$ cat config.mk
export PLATFORM = sky130hd
export DESIGN_NAME = tc_route_ctrl
export DESIGN_NICKNAME = d
export VERILOG_FILES = /design/src/rtl/tc_route_ctrl.sv
export SDC_FILE = /design/constraint.sdc
export NUM_CORES = 1
export LEC_CHECK = 0
export ABC_AREA = 1
export BUFFER_PORTS_ARGS = -buffer_cell sky130_fd_sc_hd__buf_2
export CORE_MARGIN = 5
export CORE_UTILIZATION = 40
export DETAILED_ROUTE_END_ITERATION = 8
export GPL_ROUTABILITY_DRIVEN = 1
export GPL_TIMING_DRIVEN = 0
export PLACE_DENSITY = 0.54
export SYNTH_ARGS = -nofsm -noshare
export SYNTH_HDL_FRONTEND = slang
export SYNTH_SLANG_ARGS = --single-unit
$ cat constraint.sdc
create_clock -name clk -period 2.7 [get_ports clk]
set_input_delay 0.135 -clock clk [delete_from_list [all_inputs] [get_ports clk]]
set_output_delay 0.135 -clock clk [all_outputs]
set_load 0.02 [all_outputs]
$ cat src/rtl/tc_route_ctrl.sv
module tc_route_ctrl #(
  parameter logic [6:0] TGT_ADDR = 7'h42
) (
  input  logic       clk,
  input  logic       rst_n,
  input  logic       scl_in,
  input  logic       sda_in,
  output logic       sda_oe,
  output logic       dp_attached,
  output logic       xbar_en,
  output logic       xbar_flip,
  output logic [2:0] lane_cnt,
  output logic       status_changed
);

  typedef enum logic [2:0] {S_IDLE, S_ADDR, S_OFFS, S_WDAT, S_ACK, S_RDAT, S_RACK} st_t;

  logic [1:0] scl_sy, sda_sy;
  logic       scl_q, sda_q;
  logic       scl_s, sda_s;
  logic       start_c, stop_c, rise, fall;

  st_t        st, after;
  logic [2:0] cnt;
  logic [7:0] sr, tx, offs, stat, pend;
  logic       byte_rdy, pend_v, mack;
  logic [7:0] txbyte;
  logic [1:0] atype;

  assign scl_s   = scl_sy[1];
  assign sda_s   = sda_sy[1];
  assign start_c = scl_s & scl_q & sda_q & ~sda_s;
  assign stop_c  = scl_s & scl_q & ~sda_q & sda_s;
  assign rise    = scl_s & ~scl_q;
  assign fall    = ~scl_s & scl_q;
  assign txbyte  = (offs == 8'd0) ? stat : 8'h00;

  assign atype       = stat[6:5];
  assign dp_attached = atype[1];
  assign xbar_en     = atype[1];
  assign xbar_flip   = atype[1] & stat[4];
  assign lane_cnt    = !atype[1] ? 3'd0 : (atype[0] ? 3'd2 : 3'd4);

  always_ff @(posedge clk or negedge rst_n) begin
    if (!rst_n) begin
      scl_sy <= 2'b11;
      sda_sy <= 2'b11;
      scl_q  <= 1'b1;
      sda_q  <= 1'b1;
    end else begin
      scl_sy <= {scl_sy[0], scl_in};
      sda_sy <= {sda_sy[0], sda_in};
      scl_q  <= scl_s;
      sda_q  <= sda_s;
    end
  end

  always_ff @(posedge clk or negedge rst_n) begin
    if (!rst_n) begin
      st             <= S_IDLE;
      after          <= S_IDLE;
      cnt            <= 3'd0;
      sr             <= 8'h00;
      tx             <= 8'h00;
      offs           <= 8'h00;
      stat           <= 8'h00;
      pend           <= 8'h00;
      byte_rdy       <= 1'b0;
      pend_v         <= 1'b0;
      mack           <= 1'b0;
      sda_oe         <= 1'b0;
      status_changed <= 1'b0;
    end else begin
      status_changed <= 1'b0;
      if (start_c) begin
        st       <= S_ADDR;
        cnt      <= 3'd0;
        byte_rdy <= 1'b0;
        pend_v   <= 1'b0;
        sda_oe   <= 1'b0;
      end else if (stop_c) begin
        st       <= S_IDLE;
        byte_rdy <= 1'b0;
        pend_v   <= 1'b0;
        sda_oe   <= 1'b0;
      end else begin
        case (st)
          S_ADDR, S_OFFS, S_WDAT: begin
            if (rise) begin
              sr  <= {sr[6:0], sda_s};
              cnt <= cnt + 3'd1;
              if (cnt == 3'd7) byte_rdy <= 1'b1;
            end else if (fall && byte_rdy) begin
              byte_rdy <= 1'b0;
              case (st)
                S_ADDR: begin
                  if (sr[7:1] == TGT_ADDR) begin
                    sda_oe <= 1'b1;
                    after  <= sr[0] ? S_RDAT : S_OFFS;
                    st     <= S_ACK;
                  end else begin
                    st <= S_IDLE;
                  end
                end
                S_OFFS: begin
                  offs   <= sr;
                  sda_oe <= 1'b1;
                  after  <= S_WDAT;
                  st     <= S_ACK;
                end
                default: begin
                  if (offs == 8'd0) begin
                    pend   <= sr;
                    pend_v <= 1'b1;
                  end
                  offs   <= offs + 8'd1;
                  sda_oe <= 1'b1;
                  after  <= S_WDAT;
                  st     <= S_ACK;
                end
              endcase
            end
          end
          S_ACK: begin
            if (fall) begin
              st  <= after;
              cnt <= 3'd0;
              if (pend_v) begin
                stat           <= pend;
                pend_v         <= 1'b0;
                status_changed <= (pend != stat);
              end
              if (after == S_RDAT) begin
                tx     <= txbyte;
                sda_oe <= ~txbyte[7];
              end else begin
                sda_oe <= 1'b0;
              end
            end
          end
          S_RDAT: begin
            if (fall) begin
              cnt <= cnt + 3'd1;
              if (cnt == 3'd7) begin
                sda_oe <= 1'b0;
                st     <= S_RACK;
              end else begin
                tx     <= {tx[6:0], 1'b0};
                sda_oe <= ~tx[6];
              end
            end
          end
          S_RACK: begin
            if (rise) mack <= ~sda_s;
            else if (fall) begin
              if (mack) begin
                st     <= S_RDAT;
                cnt    <= 3'd0;
                tx     <= txbyte;
                sda_oe <= ~txbyte[7];
              end else begin
                st <= S_IDLE;
              end
            end
          end
          default: ;
        endcase
      end
    end
  end

endmodule

# == Yosys cells after proc, flatten, opt, wreduce, memory -nomap -nowiden ==
# Cells that the tools add are included.
# op_classes
muxes,70
bitwise_logic,19
addsub,2
n_eq_ne,37
reduce_logical,22
# ops
operator,n
$mux W3,25
$mux W7,7
$ne A4 B4 Y1 const B,10
$mux W1,31
$pmux W3 S4,2
$pmux W7 S3,1
$ne A2 B2 Y1 const B,9
$ne A3 B3 Y1 const B,6
$reduce_and A6 Y1,3
$pmux W8 S2,1
$reduce_and A8 Y1,2
$eq A3 B3 Y1 const B,5
$not A1 Y1,11
$reduce_and A10 Y1,1
$reduce_and A9 Y1,1
$add A8 B1 Y8 const B,1
$and A1 B1 Y1,8
$logic_not A8 Y1,1
$mux W8,1
$ne A8 B8 Y1,1
$reduce_and A4 Y1,2
$reduce_bool A4 Y1,2
$eq A7 B7 Y1 const B,1
$reduce_and A7 Y1,1
other kinds (15),17
# word_totals
inputBits,4
output_inout_bits,8
reg_bits,59
word_cells,167

# == Depth between registers and ports, before layout ==
# logic_depth
word_depth,9
depth_mapped,10

# == Worst setup path after synthesis ==
# No wires, ideal clock.
# synth_path
path_type,register -> register
startpoint,register scl_q
endpoint,register pend[6]
path_slack_ns,1.234
arrival_ns,1.345
setup_ns,0.121
stages_incl_launch_ff,9
period_less_slack_ns,1.466
path_cell_list,dfstp_2 nand2_1 nor2_1 inv_1 nor2_4 nand2_2 buf_6 nand2_1 o21ai_1
# synth_via
elab_chain_cells,5
word_cells_on_any_way,13
classes_between,11 x bitwise; 2 x reduce/logical
# synth_lines
item,line_no,text
"start, declared",19,"logic scl_q, sda_q;"
"start signal, assigned",53,scl_q <= scl_s;
$and A1 B1 Y1,"32, 33",
"$and A1 B1 Y1, on equally long branches (2 in a row)","33, 32",
$not A1 Y1 (no source line),--,
$reduce_and A7 Y1 (no source line) *,--,
"end signal, assigned",113,pend <= sr;
"end, declared",25,"logic [7:0] sr, tx, offs, stat, pend;"
# Mark *: on every way between the ends. The rest lies on a longest branch, timed or not.
# A chain may end at the register's enable or synchronous reset.

# == Worst setup path after layout ==
# Ends and elaborated chain as after synthesis.

==> impl_results.md <==
- Met1 WL: 3220 um
- Routed length per placed instance: 13.3 um
- Max_slew headroom: 0.492
- Register area: 1480 um^2
- Post-synth ARST share: 1.00
- Nature of the critical path startpoint: flop
- Root buffer cell: clkbuf_8
- Met2 routed WL: 2970 um
- Crit-path leading delay family: simple AND/OR/NAND/NOR gates
- #FFs+latches synth: 59
- WS Path Type: reg -> reg
- Final Power: 2.67 mW
- Top layer in use: met4
- WP data arrival: 1.99 ns
- Placed insts: 471
- Min Tclk post-route: 1.75 ns
- Die Height: 97.0 um
- Worst-case clock skew: 0.0105 ns
- CTS max path bufs: 2
- Sequential area share after synthesis: 0.490
- Max Cap Viol: 0
- CP endpoint kind: flop
- First-pass iteration count of the detailed router: 4
- Commonest cells in the netlist: nand2_1, dfrtp_1, inv_1
- DIE WIDTH: 97.0 um
- RD Place Congestion: 0.877
- Min-Delay Path Class: reg -> reg
- Final period utilization: 0.649
- Synth area leader: dfrtp_1
- Leakage: 1.66 nW
- Nets: 394
- Initial antenna violation count: 0
- Die area: 9420 um^2
- Total Neg Setup Slack: 0 ns
- Syn_area_per_cell: 8.37 um^2
- Post-place instance area: 3200 um^2
- Starting Density: 0.413
- RSZ-0062 raised after global routing: false
- CP most frequent cell: nand2_1
- Vias in the first global route: 2431
- Filler cells: 718
- Overflow after GRT: 0
- Post-Layout Cell Count: 490
- Area occupied by multi-input gates: 1300 um^2
- Worst-skew pair later-pin latency: 0.34 ns
- Syn_nets: 370
- Slowest-stage cell, CP: dfstp_2
- Clock Pin Slew Worst Setup and Hold Paths: 0.08 ns
- I/O Buffers: 10
- Fin. max-slew vios: 0
- Layout cell share with drive strength beyond 1: 0.159
- Min Hold Slack: 0.356 ns
- Io pins: 12
- Status: finished, final reports clean
- Dominant cells by area after synthesis: dfrtp_1, nand2_1, dfstp_2, inv_1, o21ai_0
- Highest clock rate: 0.571 GHz
- Crit path buffers/inverters: 2
- DRC: 0
- Top-count cell post-synth: nand2_1
- P&R area growth vs syn: 13.8%
- Rows: 31
- CTS tree: yes
- Pre-CTS setup slack: 0.940 ns
- Core Box Area: 7330 um^2
- Least-Margin Pin Slew: 0.761 ns
- Crit path required time: 2.93 ns
- Setup Viol. Count Final: 0
- Distinct cells, synth: 37
- CTS Hold Bufs: 2
- DP HPWL: 4620 um
- Global Route Usage Sum: 0.149
- Via Count: 2389
- Yosys warns: 0
- Post-CTS sizing: 0
- Largest net degree at the start of global routing: 60
- Fin. Hold Viols: 0
- Clock buffer count from CTS: 9
- Design Area, Final: 3450 um^2
- Postcts setup bufs: 0
- Inserted Diodes: 0
- Crit path cell chain: nand2_1, nor2_1, inv_1, nor2_4, nand2_2, buf_6, nand2_1, o21ai_1
- Remaining antenna violation count after routing: 0
- First-pass GRT wire length: 11500 um
- Post-synth EDFFs: 0
- Maximum VDD drop: 0.000253 V
- H-tree levels: 3
- Max FO, Critical Path: 10
- Yosys top cell area share: 0.438
- Met3 wire length: 208 um
- Power Dens Cells: 774 nW/um^2
- Synth Instances: 362
- Util after Layout: 0.470
- Post-Route WL: 6510 um
- Final worst slack: 0.948 ns
- Synthesized area: 3030 um^2
- Slowest stage delay, CP: 0.57 ns
- Clock net sink count: 59
- DR iter-0 viols: 100
- Top FF cell, synth: dfrtp_1
- Vias per cell: 4.88
-- sequential cells by signal, indices dropped and copies added (netlist names), 2 cells and up --
register	count
st	3
stat	8
offs	8
tx	7
sda_sy	2
scl_sy	2
after	3
pend	8
sr	8
cnt	3
-- worst register-to-register path, delay by kind of cell (launching register included) --
kind            cells  cell delay [ns]
compound gates      1             0.05
buf+inv             2             0.30
simple gates        5             0.73
flops               1             0.57
-- per-layer routing --
layer	global-route usage	vias up
met4	0.0616	0
met2	0.228	42
li1	-	1238
met5	0	-
met3	0.0288	9
met1	0.205	1100
-- layout by cell type (no fill, tap or decap), drive strengths merged, types with 4 or more instances in the layout --
| cell type | instances |
|---|---|
| mux2 | 6 |
| dfrtp | 53 |
| nand2 | 84 |
| a31oi | 6 |
| o21ai | 38 |
| clkbuf | 12 |
| inv | 44 |
| dfstp | 6 |
| xnor2 | 8 |
| buf | 19 |
| ha | 4 |
| a21oi | 13 |
| nor3 | 5 |
| nand3 | 28 |
| nor2 | 38 |
| nand4 | 5 |
-- final timing paths --
check	cells past startpoint	slack, ns	start	to
worst max register to register	8	0.95	scl_q	pend[6]
worst min-delay path	0	0.36	sda_sy[0]	sda_sy[1]
min in group asynchronous	2	0.40	rst_n	tx[3]
worst min register to register	0	0.36	sda_sy[0]	sda_sy[1]
max in group asynchronous	2	1.78	rst_n	offs[0]
worst max-delay path	8	0.95	scl_q	pend[6]
-- where the power goes --
group | switching [mW] | leakage [nW] | internal [mW]
registers | 0.101 | 0.780 | 1.02
logic | 0.442 | 0.778 | 0.241
clock network | 0.383 | 0.106 | 0.480
-- cell families (layout without fill, tap and decap cells) --
kind of cell,after synthesis,in the layout,synth area share
mux,6,6,0.0223
xor+xnor,11,11,0.0318
flops,59,59,0.490
simple gates,160,160,0.232
other cells,1,1,0.00124
compound gates,68,68,0.124
fa+ha+maj,4,4,0.0165
buf+inv,53,82,0.0817
-- area by class of cell --
class	count	area share
Buffer	10	0.0243
Clock buffer	11	0.0439
Clock inverter	5	0.0174
Inverter	43	0.0475
Multi-Input combinational cell	250	0.377
Sequential cell	59	0.430
Tap cell	99	0.0359
Timing Repair Buffer	13	0.0239
(Power assumes the default switching activity.)
